--- config.mk ---
export PLATFORM = sky130hd
export DESIGN_NAME = flit_core_bridge
export DESIGN_NICKNAME = d
export VERILOG_FILES = /design/src/rtl/fcb_pkg.sv /design/src/rtl/fcb_fifo.sv /design/src/rtl/fcb_dispatch.sv /design/src/rtl/fcb_dm_arb.sv /design/src/rtl/flit_core_bridge.sv
export SDC_FILE = /design/constraint.sdc
export NUM_CORES = 1
export LEC_CHECK = 0
export ABC_AREA = 1
export ABC_CLOCK_PERIOD_IN_PS = 7350
export BUFFER_PORTS_ARGS = -buffer_cell sky130_fd_sc_hd__buf_2
export CAP_MARGIN = 10
export CORE_UTILIZATION = 35
export CTS_CLUSTER_SIZE = 28
export DETAILED_ROUTE_END_ITERATION = 8
export GPL_TIMING_DRIVEN = 0
export RECOVER_POWER = 50
export SLEW_MARGIN = 20
export SYNTH_ARGS = -nofsm -noshare
export SYNTH_HDL_FRONTEND = slang
export SYNTH_SLANG_ARGS = --single-unit
--- constraint.sdc ---
create_clock -name clk -period 7.35 [get_ports clk]
set_input_delay 0.735 -clock clk [delete_from_list [all_inputs] [get_ports clk]]
set_output_delay 0.735 -clock clk [all_outputs]
set_load 0.01 [all_outputs]
--- src/rtl/fcb_pkg.sv ---
package fcb_pkg;
  localparam int FLIT_W = 38;
  localparam int PAY_W  = 32;

  typedef enum logic [1:0] {
    FT_PAY  = 2'b00,
    FT_HEAD = 2'b01,
    FT_CMD  = 2'b10,
    FT_RSVD = 2'b11
  } ftype_e;

  localparam logic [2:0] CMD_WAKE  = 3'd1;
  localparam logic [2:0] CMD_SLEEP = 3'd2;
  localparam logic [2:0] CMD_STOP  = 3'd3;
  localparam logic [2:0] CMD_START = 3'd4;

  typedef struct packed {
    logic             lane;
    ftype_e           ftype;
    logic [2:0]       code;
    logic [PAY_W-1:0] pay;
  } flit_t;
endpackage

--- src/rtl/fcb_fifo.sv ---
module fcb_fifo #(
  parameter int W     = 38,
  parameter int DEPTH = 16,
  localparam int AW   = $clog2(DEPTH),
  localparam int CW   = $clog2(DEPTH + 1)
) (
  input  logic          clk,
  input  logic          rst,
  input  logic          push,
  input  logic [W-1:0]  din,
  input  logic          pop,
  output logic [W-1:0]  dout,
  output logic [CW-1:0] count,
  output logic          full,
  output logic          empty
);
  logic [W-1:0]  mem [DEPTH];
  logic [AW-1:0] wr_ptr, rd_ptr;

  always_ff @(posedge clk) begin
    if (push) mem[wr_ptr] <= din;
  end

  always_ff @(posedge clk) begin
    if (rst) begin
      wr_ptr <= '0;
      rd_ptr <= '0;
      count  <= '0;
    end else begin
      if (push) wr_ptr <= wr_ptr + AW'(1);
      if (pop)  rd_ptr <= rd_ptr + AW'(1);
      count <= count + CW'(push) - CW'(pop);
    end
  end

  assign dout  = mem[rd_ptr];
  assign full  = (count == CW'(DEPTH));
  assign empty = (count == '0);
endmodule

--- src/rtl/fcb_dispatch.sv ---
module fcb_dispatch
  import fcb_pkg::*;
#(
  parameter int DATA_BEATS  = 2,
  parameter int INSTR_BEATS = 3,
  localparam int DW = DATA_BEATS * PAY_W,
  localparam int IW = INSTR_BEATS * PAY_W,
  localparam int BW = $clog2(INSTR_BEATS + 1)
) (
  input  logic             clk,
  input  logic             rst,
  input  logic             take,
  input  flit_t            flit,
  input  logic             q_empty,
  input  logic             pend_take,
  output logic             pend_v,
  output logic [PAY_W-1:0] pend_addr,
  output logic [DW-1:0]    pend_data,
  output logic             im_we,
  output logic [PAY_W-1:0] im_addr,
  output logic [IW-1:0]    im_wdata,
  output logic             run_en,
  output logic [PAY_W-1:0] start_pc,
  output logic             new_pc,
  output logic             core_sleep
);
  logic             in_pkt, lane_q, slp_req;
  logic [PAY_W-1:0] addr_q;
  logic [BW-1:0]    beat_q;
  logic [IW-1:0]    buf_q, nbuf;
  logic             last_beat;

  always_comb begin
    nbuf = buf_q;
    nbuf[beat_q*PAY_W +: PAY_W] = flit.pay;
    last_beat = lane_q ? (beat_q == BW'(INSTR_BEATS - 1))
                       : (beat_q == BW'(DATA_BEATS - 1));
  end

  always_ff @(posedge clk) begin
    if (rst) begin
      in_pkt <= 1'b0; lane_q <= 1'b0; slp_req <= 1'b0;
      addr_q <= '0; beat_q <= '0; buf_q <= '0;
      pend_v <= 1'b0; pend_addr <= '0; pend_data <= '0;
      im_we <= 1'b0; im_addr <= '0; im_wdata <= '0;
      run_en <= 1'b0; start_pc <= '0; new_pc <= 1'b0;
      core_sleep <= 1'b0;
    end else begin
      new_pc <= 1'b0;
      im_we  <= 1'b0;
      if (pend_take) pend_v <= 1'b0;
      if (slp_req && q_empty && !in_pkt && !pend_v) begin
        core_sleep <= 1'b1;
        slp_req    <= 1'b0;
      end
      if (take) begin
        case (flit.ftype)
          FT_HEAD: begin
            in_pkt <= 1'b1;
            lane_q <= flit.lane;
            addr_q <= flit.pay;
            beat_q <= '0;
          end
          FT_PAY: if (in_pkt) begin
            buf_q  <= nbuf;
            beat_q <= beat_q + BW'(1);
            if (last_beat) begin
              in_pkt <= 1'b0;
              if (lane_q) begin
                im_we    <= 1'b1;
                im_addr  <= addr_q;
                im_wdata <= nbuf;
              end else begin
                pend_v    <= 1'b1;
                pend_addr <= addr_q;
                pend_data <= nbuf[DW-1:0];
              end
            end
          end
          FT_CMD: begin
            case (flit.code)
              CMD_WAKE:  begin core_sleep <= 1'b0; slp_req <= 1'b0; end
              CMD_SLEEP: slp_req <= 1'b1;
              CMD_STOP:  run_en <= 1'b0;
              CMD_START: begin
                run_en   <= 1'b1;
                start_pc <= flit.pay;
                new_pc   <= 1'b1;
              end
              default: ;
            endcase
          end
          default: ;
        endcase
      end
    end
  end
endmodule

--- src/rtl/fcb_dm_arb.sv ---
module fcb_dm_arb #(
  parameter int AW = 32,
  parameter int DW = 64
) (
  input  logic          clk,
  input  logic          rst,
  input  logic          st_valid,
  input  logic [AW-1:0] st_addr,
  input  logic [DW-1:0] st_data,
  input  logic          pend_v,
  input  logic [AW-1:0] pend_addr,
  input  logic [DW-1:0] pend_data,
  output logic          pend_take,
  output logic          dm_we,
  output logic [AW-1:0] dm_addr,
  output logic [DW-1:0] dm_wdata
);
  assign pend_take = pend_v && !st_valid;

  always_ff @(posedge clk) begin
    if (rst) begin
      dm_we    <= 1'b0;
      dm_addr  <= '0;
      dm_wdata <= '0;
    end else begin
      dm_we <= st_valid || pend_v;
      if (st_valid) begin
        dm_addr  <= st_addr;
        dm_wdata <= st_data;
      end else if (pend_v) begin
        dm_addr  <= pend_addr;
        dm_wdata <= pend_data;
      end
    end
  end
endmodule

--- src/rtl/flit_core_bridge.sv ---
module flit_core_bridge
  import fcb_pkg::*;
#(
  parameter int QDEPTH      = 16,
  parameter int DATA_BEATS  = 2,
  parameter int INSTR_BEATS = 3,
  localparam int DW = DATA_BEATS * PAY_W,
  localparam int IW = INSTR_BEATS * PAY_W,
  localparam int CW = $clog2(QDEPTH + 1)
) (
  input  logic              clk,
  input  logic              rst,
  input  logic              rx_valid,
  input  logic [FLIT_W-1:0] rx_flit,
  output logic              rx_ready,
  input  logic              st_valid,
  input  logic [PAY_W-1:0]  st_addr,
  input  logic [DW-1:0]     st_data,
  output logic              dm_we,
  output logic [PAY_W-1:0]  dm_addr,
  output logic [DW-1:0]     dm_wdata,
  output logic              im_we,
  output logic [PAY_W-1:0]  im_addr,
  output logic [IW-1:0]     im_wdata,
  output logic              run_en,
  output logic [PAY_W-1:0]  start_pc,
  output logic              new_pc,
  output logic              core_sleep
);
  logic [FLIT_W-1:0] q_dout;
  logic [CW-1:0]     q_count;
  logic              q_full, q_empty, q_push, q_pop;
  logic              pend_v, pend_take;
  logic [PAY_W-1:0]  pend_addr;
  logic [DW-1:0]     pend_data;

  assign rx_ready = !q_full;
  assign q_push   = rx_valid && !q_full;
  assign q_pop    = !q_empty && !pend_v;

  fcb_fifo #(.W(FLIT_W), .DEPTH(QDEPTH)) u_q (
    .clk(clk), .rst(rst), .push(q_push), .din(rx_flit), .pop(q_pop),
    .dout(q_dout), .count(q_count), .full(q_full), .empty(q_empty)
  );

  fcb_dispatch #(.DATA_BEATS(DATA_BEATS), .INSTR_BEATS(INSTR_BEATS)) u_disp (
    .clk(clk), .rst(rst), .take(q_pop), .flit(flit_t'(q_dout)),
    .q_empty(q_empty), .pend_take(pend_take), .pend_v(pend_v),
    .pend_addr(pend_addr), .pend_data(pend_data), .im_we(im_we),
    .im_addr(im_addr), .im_wdata(im_wdata), .run_en(run_en),
    .start_pc(start_pc), .new_pc(new_pc), .core_sleep(core_sleep)
  );

  fcb_dm_arb #(.AW(PAY_W), .DW(DW)) u_arb (
    .clk(clk), .rst(rst), .st_valid(st_valid), .st_addr(st_addr),
    .st_data(st_data), .pend_v(pend_v), .pend_addr(pend_addr),
    .pend_data(pend_data), .pend_take(pend_take), .dm_we(dm_we),
    .dm_addr(dm_addr), .dm_wdata(dm_wdata)
  );
endmodule

* Word level (Yosys, flattened, before mapping)
Memories as Yosys holds them, arrays and structs flattened. A register that Yosys moved wholly into a read port is not among the register bits.
Index checks and enable logic that the tools add are counted.
** Word-level totals
- Input port bits :: 138
- Output and inout bits :: 262
- RAM bits :: 608
- Flip-flop bits (word level) :: 504
- Word-level logic and storage cells :: 106
- Bits in latches :: 0
- Memories :: 1
- Memory bits (read-only) :: 0
** Operators by class
- Div/mod/pow operators :: 0
- Multiplexer cells :: 32
- Add/sub/neg operators :: 6
- Shifts and indexed selects :: 2
- $mul :: 0
- Equality and inequality tests :: 10
- Reduce and logical (&&, ||, !) cells :: 27
- Bitwise operators :: 6
- Order comparisons :: 0
** Memory list
- u_q.mem :: words 16, bits a word 38, read ports 1, clocked after memory_dff 1, write ports 1, RTL line fcb_fifo.sv:17 : logic [W-1:0] mem [DEPTH];
** Operator list (count)
- 64-bit two-way mux :: 2
- 96-bit bitwise mux :: 1
- 32-bit by 34-bit variable shift with 96-bit output (first input constant) :: 1
- 32-bit by 34-bit indexed part select with 96-bit output :: 1
- 32-bit two-way mux :: 2
- 7-bit negation with 34-bit output :: 1
- 1-bit two-way mux :: 20
- 3-bit AND reduction :: 4
- 5-bit AND reduction :: 2
- 4-bit by 1-bit adder with 4-bit output (second input constant) :: 2
- 4-bit two-way mux :: 2
- 3-bit by 2-bit == test with 1-bit output (second input constant) :: 2
- 1-bit logical AND :: 6
- 1-bit inverter :: 6
- 1-bit case mux with 2 select lines :: 3
- 2-bit nonzero test :: 3
- 5-bit by 1-bit adder with 5-bit output :: 1
- 5-bit == test (second input constant) :: 1
- 1-bit logical NOT :: 5
- 5-bit logical NOT :: 1
- 5-bit OR reduction :: 1
- 5-bit by 1-bit subtractor with 5-bit output :: 1
- 2-bit by 1-bit == test with 1-bit output (second input constant) :: 2
- 2-bit == test (second input constant) :: 2
- 10 further kinds :: 11

* Logic depth before layout (Yosys ltp)
Gate-level depths: netlist of run 1.
- Depth after elaboration :: 8
- Gate-level depth with buffers :: 16
- Mapped depth without buffers :: 14

* By module
A second synthesis of run 1 with hierarchy kept.
** Unflattened totals
- Cells, all modules :: 5470
- Area, all modules :: 47337.9 um^2
** Modules (own cells, without submodules)
- fcb_fifo :: instances 1, cells each 2567, sequential area each 18597.8 um^2, area an instance 26932.1 um^2
- fcb_dispatch :: instances 1, cells each 2168, sequential area each 7887.6 um^2, area an instance 15730.1 um^2
- fcb_dm_arb :: instances 1, cells each 731, sequential area each 1941.9 um^2, area an instance 4658.2 um^2
- flit_core_bridge :: instances 1, cells each 4, sequential area each 0.0 um^2, area an instance 17.5 um^2

* Least setup slack after synthesis of run 1
OpenSTA, ideal clock, no wires.
- Path type :: reg-to-reg
- Start point :: reg u_q.count[2]
- End point :: mem u_q.mem[11][0], enable pin
- Clock period less this slack :: 3.152 ns
- Setup time :: 0.433 ns
- Cell stages (with the launch flop) :: 8
- Slack :: 4.198 ns
- Data arrival time :: 2.719 ns
- Path through :: dfxtp_1 > inv_1 > ha_1 > nand4_1 > nand2_1 > inv_1 > nand2_1 > nor2_1
** Between the ends
- Word-level cells in the longest chain between the ends :: 5
** RTL lines
- from (decl) :: RTL line fcb_fifo.sv:13 : output logic [CW-1:0] count,
- from (signal assigned) :: RTL line fcb_fifo.sv:32 : count <= count + CW'(push) - CW'(pop);
- 5-bit == test :: RTL line fcb_fifo.sv:37 : assign full = (count == CW'(DEPTH));
- 1-bit logical NOT
- named net rx_ready :: RTL line flit_core_bridge.sv:15 : output logic rx_ready,
- 1-bit logical AND :: RTL line flit_core_bridge.sv:38 : assign q_push = rx_valid && !q_full;
- named net q_push :: RTL line flit_core_bridge.sv:32 : logic q_full, q_empty, q_push, q_pop;
- 1-bit two-way mux :: RTL line fcb_fifo.sv:21 : if (push) mem[wr_ptr] <= din;
- 1-bit two-way mux (not written as such) :: RTL line fcb_fifo.sv:21
- to (decl) :: RTL line fcb_fifo.sv:17
The timed path passes the listed nets, and every way through them passes these cells.

==> results of run 1 <==
## layout by cell type (no fill, tap or decap), drive strengths merged
cell / netlist / routed
bufinv: 0 / 10
o211ai: 47 / 47
diode: 0 / 2
nor4: 1 / 1
nand4: 37 / 37
nor3: 4 / 4
xor2: 2 / 2
nand2: 1101 / 1101
clkinv: 3 / 30
fa: 1 / 1
clkbuf: 169 / 629
o21ai: 365 / 365
inv: 395 / 399
a211oi: 2 / 2
edfxtp: 608 / 608
nand3: 478 / 478
clkinvlp: 0 / 3
o221ai: 2 / 2
or2: 1 / 1
buf: 174 / 303
a21oi: 168 / 168
o22ai: 2 / 2
nor2: 952 / 952
o21a: 1 / 1
ha: 14 / 14
o311ai: 62 / 62
dfxtp: 508 / 508
a31o: 1 / 1
## power breakdown
| group | internal, uW | switching [uW] |
|---|---|---|
| clock network | 3440 | 2510 |
| logic | 1240 | 3980 |
| registers | 6920 | 203 |
| total | 11600 | 6690 |
## how the worst max path moves through the flow
stage,start,to,slack (ns),depth (start not counted)
after CTS,flop,u_disp.buf_q[47],3.42,11
after detailed placement,flop,u_disp.buf_q[47],3.46,11
after global routing,flop,u_disp.buf_q[47],3.34,11
after floorplan,u_q.count[2],u_q.mem[11][0],4.20,7
after global placement,u_q.count[2],u_q.mem[0][8],1.24,7
final,flop,u_disp.buf_q[47],3.42,11
## flip-flops by register name, summed over array words and instances, names as in the netlist, 64 cells and up, named ones only
name	cells
u_disp.im_wdata	96
u_q.mem	608
u_arb.dm_wdata	64
u_disp.pend_data	64
u_disp.buf_q	96
## kinds of logic after synthesis
family	synth area share
xor gates and xnor gates	0.000383
DFF	0.621
buffers and inverters	0.0675
AOI/OAI and AO/OA	0.0792
adders and majority gates	0.00427
and+or+nand+nor	0.227
## routing by layer
layer / up-vias / global-route usage
met2: 1785 / 0.382
met1: 18085 / 0.302
li1: 17882 / -
met4: 14 / 0.114
met3: 374 / 0.0658
met5: - / 0
## per-stage QoR
step / setup slack [ns] / instances / power, uW / area (um2)
finish: 3.42 / 7475 / 18300 / 54100
floorplan: 4.20 / 5098 / 10000 / 45700
CTS: 3.42 / 7473 / 18200 / 54600
global route: 3.34 / 7473 / 19000 / 54100
detailed placement: 3.46 / 7270 / 12300 / 50800
global placement: 1.24 / 7238 / 12200 / 49900
## critical path, stage by stage, from the launching register on
cell and delay, ns:
dfxtp_1 0.36, inv_1 0.16, buf_2 0.29, clkbuf_1 0.65
clkbuf_1 0.90, nand3_1 0.16, nand3_1 0.14, nand2_1 0.52
nand3_1 0.25, nand2_1 0.18, nor2_1 0.13, nor2_1 0.05
## layout make-up
type | count | area share
sequential | 1116 | 0.525
multi-input combinational | 3241 | 0.264
clock buffer | 159 | 0.0605
timing repair buffer | 430 | 0.0431
tap | 1742 | 0.0403
buffer | 343 | 0.0294
inverter | 398 | 0.0276
clock inverter | 44 | 0.00957
antenna | 2 | 0.0000925
==> impl_results.md, run 1 <==
* Initial antenna violation count at 13
* Worst hold path endpoint: u_arb.dm_addr[16]
* Cts hold-fix bufs at 0
* DR top layer: met5
* Routed len/inst at between 20 and 25 um
* First-pass GRT wire length at around 230 mm
* Beginning of the worst hold path: st_addr[16]
* EDFF count, synth at roughly 610
* Via count at roughly 38000
* Sequential element share of the synthesized area at 0.621
* Peak supply drop at 0.241 mV
* Leading area contributor after synthesis: edfxtp_1
* Ports at 400
* FF+latch count, synth at ~1100
* Layout Utilization at 0.417
* Post-DRT Antenna Nets at 0
* Commonest cells post-synth: nand2_1 (1100), nor2_1 (949), edfxtp_1 (608)
* Gr ovfl total at 0
* Max_cap viols at 2
* IO buf count at between 300 and 400
* DRT Pass-1 Iters at 6
* Setup TNS Final at 0 ns
* WL met3 at 16.4 mm
* # setup viols final at 0
* Max Clock Freq at 254 MHz
* Leakage at 0.0217 uW
* Async SR Flop Fraction at 0
* P&R area growth vs syn at 18.3%
* Met1 WL at around 66 mm
* Postcts setup bufs at 0
* Clock sink count at around 1100
* Site Rows at 132
* GRT Total Usage at 0.241
* Clock skew at 0.0276 ns
* Core Region at ~130000 um2
* Synth Flop Type: edfxtp_1
* Met2 WL post-DR at ~74 mm
* Cell area after synthesis at 45700 um2
* Initial Utilization at 0.353
* Hold Path Class: in -> reg
* Leading post-synthesis cells by cell area: edfxtp_1 (40%), dfxtp_1 (22%), nand2_1 (9.0%)
* Violated checks: capacitance limit, slew limit
* CTS Buffer Depth at 3
* Via density at between 5 and 6
* CP required at approximately 8 ns
* Hpwl dp at 117 mm
* Final Max Slew Viols at 39
* Yosys top cell area share at 0.399
* Worst EP arrival at 4.55 ns
* Cts repair resizes at 0
* Register area at ~28000 um2
* Crit-path max FO at 10
* Count leader, synth: nand2_1
* H-tree depth at 3
* Worst R2R Path Depth at 11
* Mapped Cells at 5098
* Crit start category: flop
* CP endpoint kind: flop
* Die area at approximately 130000 um2
* Hold Slack at slightly above 0.3 ns
* Syn Nets at ~5300
* DR DRC count at 0
* Warnings, synthesis at 0
* Slew @ Worst Pin at roughly 1.7 ns
* Die width at roughly 360 um
* Area taken by multi-input logic gates at between 10000 and 15000 um2
* Status: finished with violations
* Num CTS Buffers at between 100 and 150
* Fraction of final layout cells sized beyond drive strength 1 at 0.0808
* Syn avg cell area at 8.97 um2
* Clk_lat worst skew at about 0.74 ns
* Final Cycle Share at 0.535
* Clock Pin Slew Worst Setup and Hold Paths at approximately 0.060 ns
* Vias in the first global route at 35232
* RSZ-0062 raised after global routing: no
* Clock root cell: clkbuf_16
* P per Cell Area at 338 nW/um2
* RR Endpoint: u_disp.buf_q[47]
* Final min period at 3.93 ns
* Final Wtd Congestion at 0.907
* Chip height at about 360 um
* WL final at 164 mm
* Initial DRC Count at a little over 4000
* CTS tree: built
* Slew margin rel. at -0.101
* # fillers at 12793
* Largest net degree at the start of global routing at 20
* Worst R2R Setup Slack at roughly 3.4 ns
* Hold path cells at 5
* WS Path Type: reg -> reg
* Final Hold Vio Count at 0
* Unique masters post-synth at 35
* Nets at between 5000 and 6000
(Power assumes the default switching activity.)
==> inputs of run 2 (changes only) <==
--- a/config.mk
+++ b/config.mk
@@ -5,8 +5,8 @@
 export SDC_FILE = /design/constraint.sdc
 export NUM_CORES = 1
 export LEC_CHECK = 0
-export ABC_AREA = 1
-export ABC_CLOCK_PERIOD_IN_PS = 7350
+export ABC_AREA = 0
+export ABC_CLOCK_PERIOD_IN_PS = 3500
 export BUFFER_PORTS_ARGS = -buffer_cell sky130_fd_sc_hd__buf_2
 export CAP_MARGIN = 10
 export CORE_UTILIZATION = 35
==> constraint.sdc (replaced) <==
create_clock -name clk -period 3.5 [get_ports clk]
set_input_delay 0.35 -clock clk [delete_from_list [all_inputs] [get_ports clk]]
set_output_delay 0.35 -clock clk [all_outputs]
set_load 0.01 [all_outputs]
==> impl_results.md, run 2 <==
* Hpwl dp at 102 mm (was 117 mm)
* Final Hold Vio Count at 0 (unchanged)
* Commonest non-fill, non-tap cell in the layout: edfxtp_1 (was nand2_1)
* GRT busiest layer: met2 (unchanged)
* Die area at 123000 um2 (was 132000 um2)
* Met1 usage at 0.289 (was 0.302)
* Leakage at 0.0175 uW (was 0.0217 uW)
* Initial Utilization at 0.354 (was 0.353)
* Final Max Slew Viols at 0 (was 39)
* Mapped Cells at 3197 (was 5098)
* Via count at 29672 (was 38140)
* Crit start category: flop (unchanged)
* P_sw at 12100 uW (was 6690 uW)
* DR DRC count at 0 (unchanged)
* Synth Flop Type: edfxtp_1 (unchanged)
* Initial DRC Count at 2658 (was 4153)
* Worst R2R Setup Slack at 0.06 ns (was 3.42 ns)
* Clock Pin Slew Worst Setup and Hold Paths at 0.07 ns (was 0.06 ns)
* Sequential element share of the synthesized area at 0.667 (was 0.621)
* WL final at 141 mm (was 164 mm)
* Via density at 5.27 (was 5.10)
* Clock skew at 0.109 ns (was 0.0276 ns)
* Async SR Flop Fraction at 0 (unchanged)
* CP delay by family, top: buffers and inverters (unchanged)
* P per Cell Area at 703 nW/um2 (was 338 nW/um2)
* WS Path Type: reg -> reg (unchanged)
* Initial antenna violation count at 10 (was 13)
* Worst path cell trace: buf_2 > clkbuf_4 > clkbuf_4 > buf_4 > mux4_2 > a22o_1 > a221oi_2 > buf_2 > nor2_1 > a21oi_2 > a211oi_1 (was inv_1 > buf_2 > clkbuf_1 > clkbuf_1 > nand3_1 > nand3_1 > nand2_1 > nand3_1 > nand2_1 > nor2_1 > nor2_1)
* Hold Path Class: in -> reg (unchanged)
* Final Cycle Share at 0.984 (was 0.535)
* GR Util met3 at 0.0558 (was 0.0658)
* Synth Area in Adders at 0.00458 (was 0.00427)
* Number of flip-flops in the largest register at 608 (unchanged)
* First-pass GRT wire length at 200 mm (was 233 mm)
* FF+latch count, synth at 1116 (unchanged)
* Bufs and invs on worst path at 5 (was 4)
* Unique masters post-synth at 52 (was 35)
* Area taken by multi-input logic gates at 13400 um2 (was 14300 um2)
* Gr ovfl total at 0 (unchanged)
* CP required at 4.05 ns (was 7.96 ns)
* CP max stage delay at 0.37 ns (was 0.90 ns)
* DRT Pass-1 Iters at 5 (was 6)
* Seq pwr share at 0.396 (was 0.390)
* Internal power at 25400 uW (was 11600 uW)
* Status: complete, no violations (was finished with violations)
* Simple-gate share of the synthesized area at 0.0680 (was 0.227)
* Core Region at 120000 um2 (was 130000 um2)
* Nets at 4075 (was 5797)
* Cell area after synthesis at 42600 um2 (was 45700 um2)
* Ports at 400 (unchanged)
* Layout Utilization at 0.443 (was 0.417)
* CTS Buffer Depth at 3 (unchanged)
* Largest net degree at the start of global routing at 20 (unchanged)
* Leading area contributor after synthesis: edfxtp_1 (unchanged)
* Vias in the first global route at 28777 (was 35232)
* Syn Nets at 3350 (was 5251)
* Synthesized-area fraction occupied by ao, oa, aoi and oai cells at 0.111 (was 0.0792)
* Mux contribution to synthesized area at 0.116 (was 0)
* Top reg by flops: u_q.mem (unchanged)
* RR Endpoint: u_disp.buf_q[31] (was u_disp.buf_q[47])
* Count leader, synth: edfxtp_1 (was nand2_1)
* Synth Area in XOR/XNOR at 0.00185 (was 0.000383)
* Final Wtd Congestion at 0.878 (was 0.907)
* Worst R2R Path Depth at 11 (unchanged)
* Site Rows at 127 (was 132)
* Most frequent cells in the layout: edfxtp_1 (608), nor2_1 (578), dfxtp_1 (508), clkbuf_1 (474), mux2i_1 (297) (was nand2_1 (1100), nor2_1 (940), edfxtp_1 (608), dfxtp_1 (508), clkbuf_1 (492))
* Peak supply drop at 0.456 mV (was 0.241 mV)
* Max_cap viols at 0 (was 2)
* # fillers at 11140 (was 12793)
* Clock root cell: clkbuf_16 (unchanged)
* GRT Total Usage at 0.222 (was 0.241)
* Largest family of logic cells by synthesized area: multiplexers (was simple AND/OR/NAND/NOR gates)
* Switching Share at 0.322 (was 0.366)
* Register area at 28400 um2 (unchanged)
* Commonest cells post-synth: edfxtp_1 (608), nor2_1 (587), dfxtp_1 (508) (was nand2_1 (1100), nor2_1 (949), edfxtp_1 (608))
* Die width at 351 um (was 364 um)
* CP endpoint kind: flop (unchanged)
* Comb pwr share at 0.277 (was 0.285)
* # setup viols final at 0 (unchanged)
* Clock Power Share at 0.328 (was 0.325)
* Warnings, synthesis at 0 (unchanged)
* Routed len/inst at 25.0 um (was 22.0 um)
* Post-DRT Antenna Nets at 0 (unchanged)
* IO buf count at 397 (was 398)
* Chip height at 351 um (was 364 um)
* # diodes at 0 (was 2)
* Yosys top cell area share at 0.428 (was 0.399)
* Setup TNS Final at 0 ns (unchanged)
* Num CTS Buffers at 113 (was 114)
* Slew margin rel. at 0.206 (was -0.101)
* Slew @ Worst Pin at 1.19 ns (was 1.65 ns)
* CP max stage cell: a21oi_2 (was clkbuf_1)
* Leading post-synthesis cells by cell area: edfxtp_1 (43%), dfxtp_1 (24%), mux2i_1 (7.0%) (was edfxtp_1 (40%), dfxtp_1 (22%), nand2_1 (9.0%))
* Met2 usage at 0.354 (was 0.382)
* H-tree depth at 3 (unchanged)
* Final min period at 3.44 ns (was 3.93 ns)
* Syn avg cell area at 13.3 um2 (was 8.97 um2)
* Hold path cells at 1 (was 5)
* EDFF count, synth at 608 (unchanged)
* Fraction of final layout cells sized beyond drive strength 1 at 0.155 (was 0.0808)
* Worst hold path endpoint: u_q.mem[2][22] (was u_arb.dm_addr[16])
* P&R area growth vs syn at 25.1% (was 18.3%)
* Clock sink count at 1116 (unchanged)
* Crit-path max FO at 10 (unchanged)
* Worst EP arrival at 4.00 ns (was 4.55 ns)
* Top flop regs: u_q.mem: 608 flops, u_disp.buf_q: 96 flops, u_disp.im_wdata: 96 flops (unchanged)
* Clk_lat worst skew at 0.73 ns (was 0.74 ns)
* Beginning of the worst hold path: rx_flit[22] (was st_addr[16])
* Max Clock Freq at 290 MHz (was 254 MHz)
* CTS tree: built (unchanged)
run 2: cell count changes after synthesis, moves of 87 or more:
cell / before / now
a22o_1: 0 / 130
inv_1: 390 / 47
mux4_2: 0 / 87
nor2_1: 949 / 587
nand2_1: 1100 / 12
a211oi_1: 2 / 163
nand3_1: 475 / 5
mux2i_1: 0 / 297
o21ai_0: 354 / 2
run 2: logic make-up after synthesis:
group / Yosys count
adders and majority gates: 15
xor gates and xnor gates: 9
AOI/OAI and AO/OA: 667
DFF: 1116
and+or+nand+nor: 708
muxes: 385
buffers and inverters: 297
run 2: how the worst max path moves through the flow:
stage,endpoint,slack [ns],depth (start not counted)
6_report,u_disp.buf_q[31],0.06,11
5_1_grt,u_disp.pend_addr[25],-0.04,11
4_1_cts,u_disp.buf_q[88],0.01,9
3_5_place_dp,u_disp.im_wdata[36],-1.40,10
3_3_place_gp,u_q.mem[8][25],-2.31,7
2_1_floorplan,u_q.mem[15][0],0.15,7
run 2: per-stage QoR:
step / total power (uW) / cell area (um2) / instances / worst slack, ns / hold WS, ns
floorplan: 20100 / 42600 / 3197 / 0.155 / 0.437
global placement: 23700 / 46600 / 5206 / -2.31 / 0.447
detailed placement: 24400 / 48000 / 5261 / -1.40 / 0.457
CTS: 37500 / 53600 / 5626 / 0.0104 / 0.00534
global route: 38700 / 53300 / 5628 / -0.0399 / 0.261
finish: 37400 / 53300 / 5628 / 0.0569 / 0.214
run 2: timing repair:
action / CTS / global route
endpoints found under the setup margin: 325 / 275
buffers inserted: 24 / 3
pin swaps: 10 / 3
endpoints found under the hold margin: 652 / 0
hold buffers: 133 / 0
gates resized for setup: 48 / 28
run 2: power groups by stage:
stage               registers, uW  logic, uW  clock network [uW]
global route                14900      10900               13000
CTS                         14800      10200               12400
finish                      14800      10400               12300
floorplan                   15000       5060                   0
global placement            15100       8610                   0
detailed placement          15100       9350                   0
run 2: metal layers:
| metal | routed length (um) | share of wire |
|---|---|---|
| met2 | 63200 | 0.45 |
| met5 | 85 | 0.00060 |
| met4 | 5940 | 0.042 |
| met3 | 12600 | 0.089 |
| met1 | 59000 | 0.42 |
run 2: area by class of cell:
cell class | count | area share
buffer | 246 | 0.0225
clock buffer | 157 | 0.0592
clock inverter | 52 | 0.0118
inverter | 49 | 0.00347
multi-input combinational | 1784 | 0.252
sequential | 1116 | 0.533
tap | 1612 | 0.0378
timing repair buffer | 612 | 0.0803
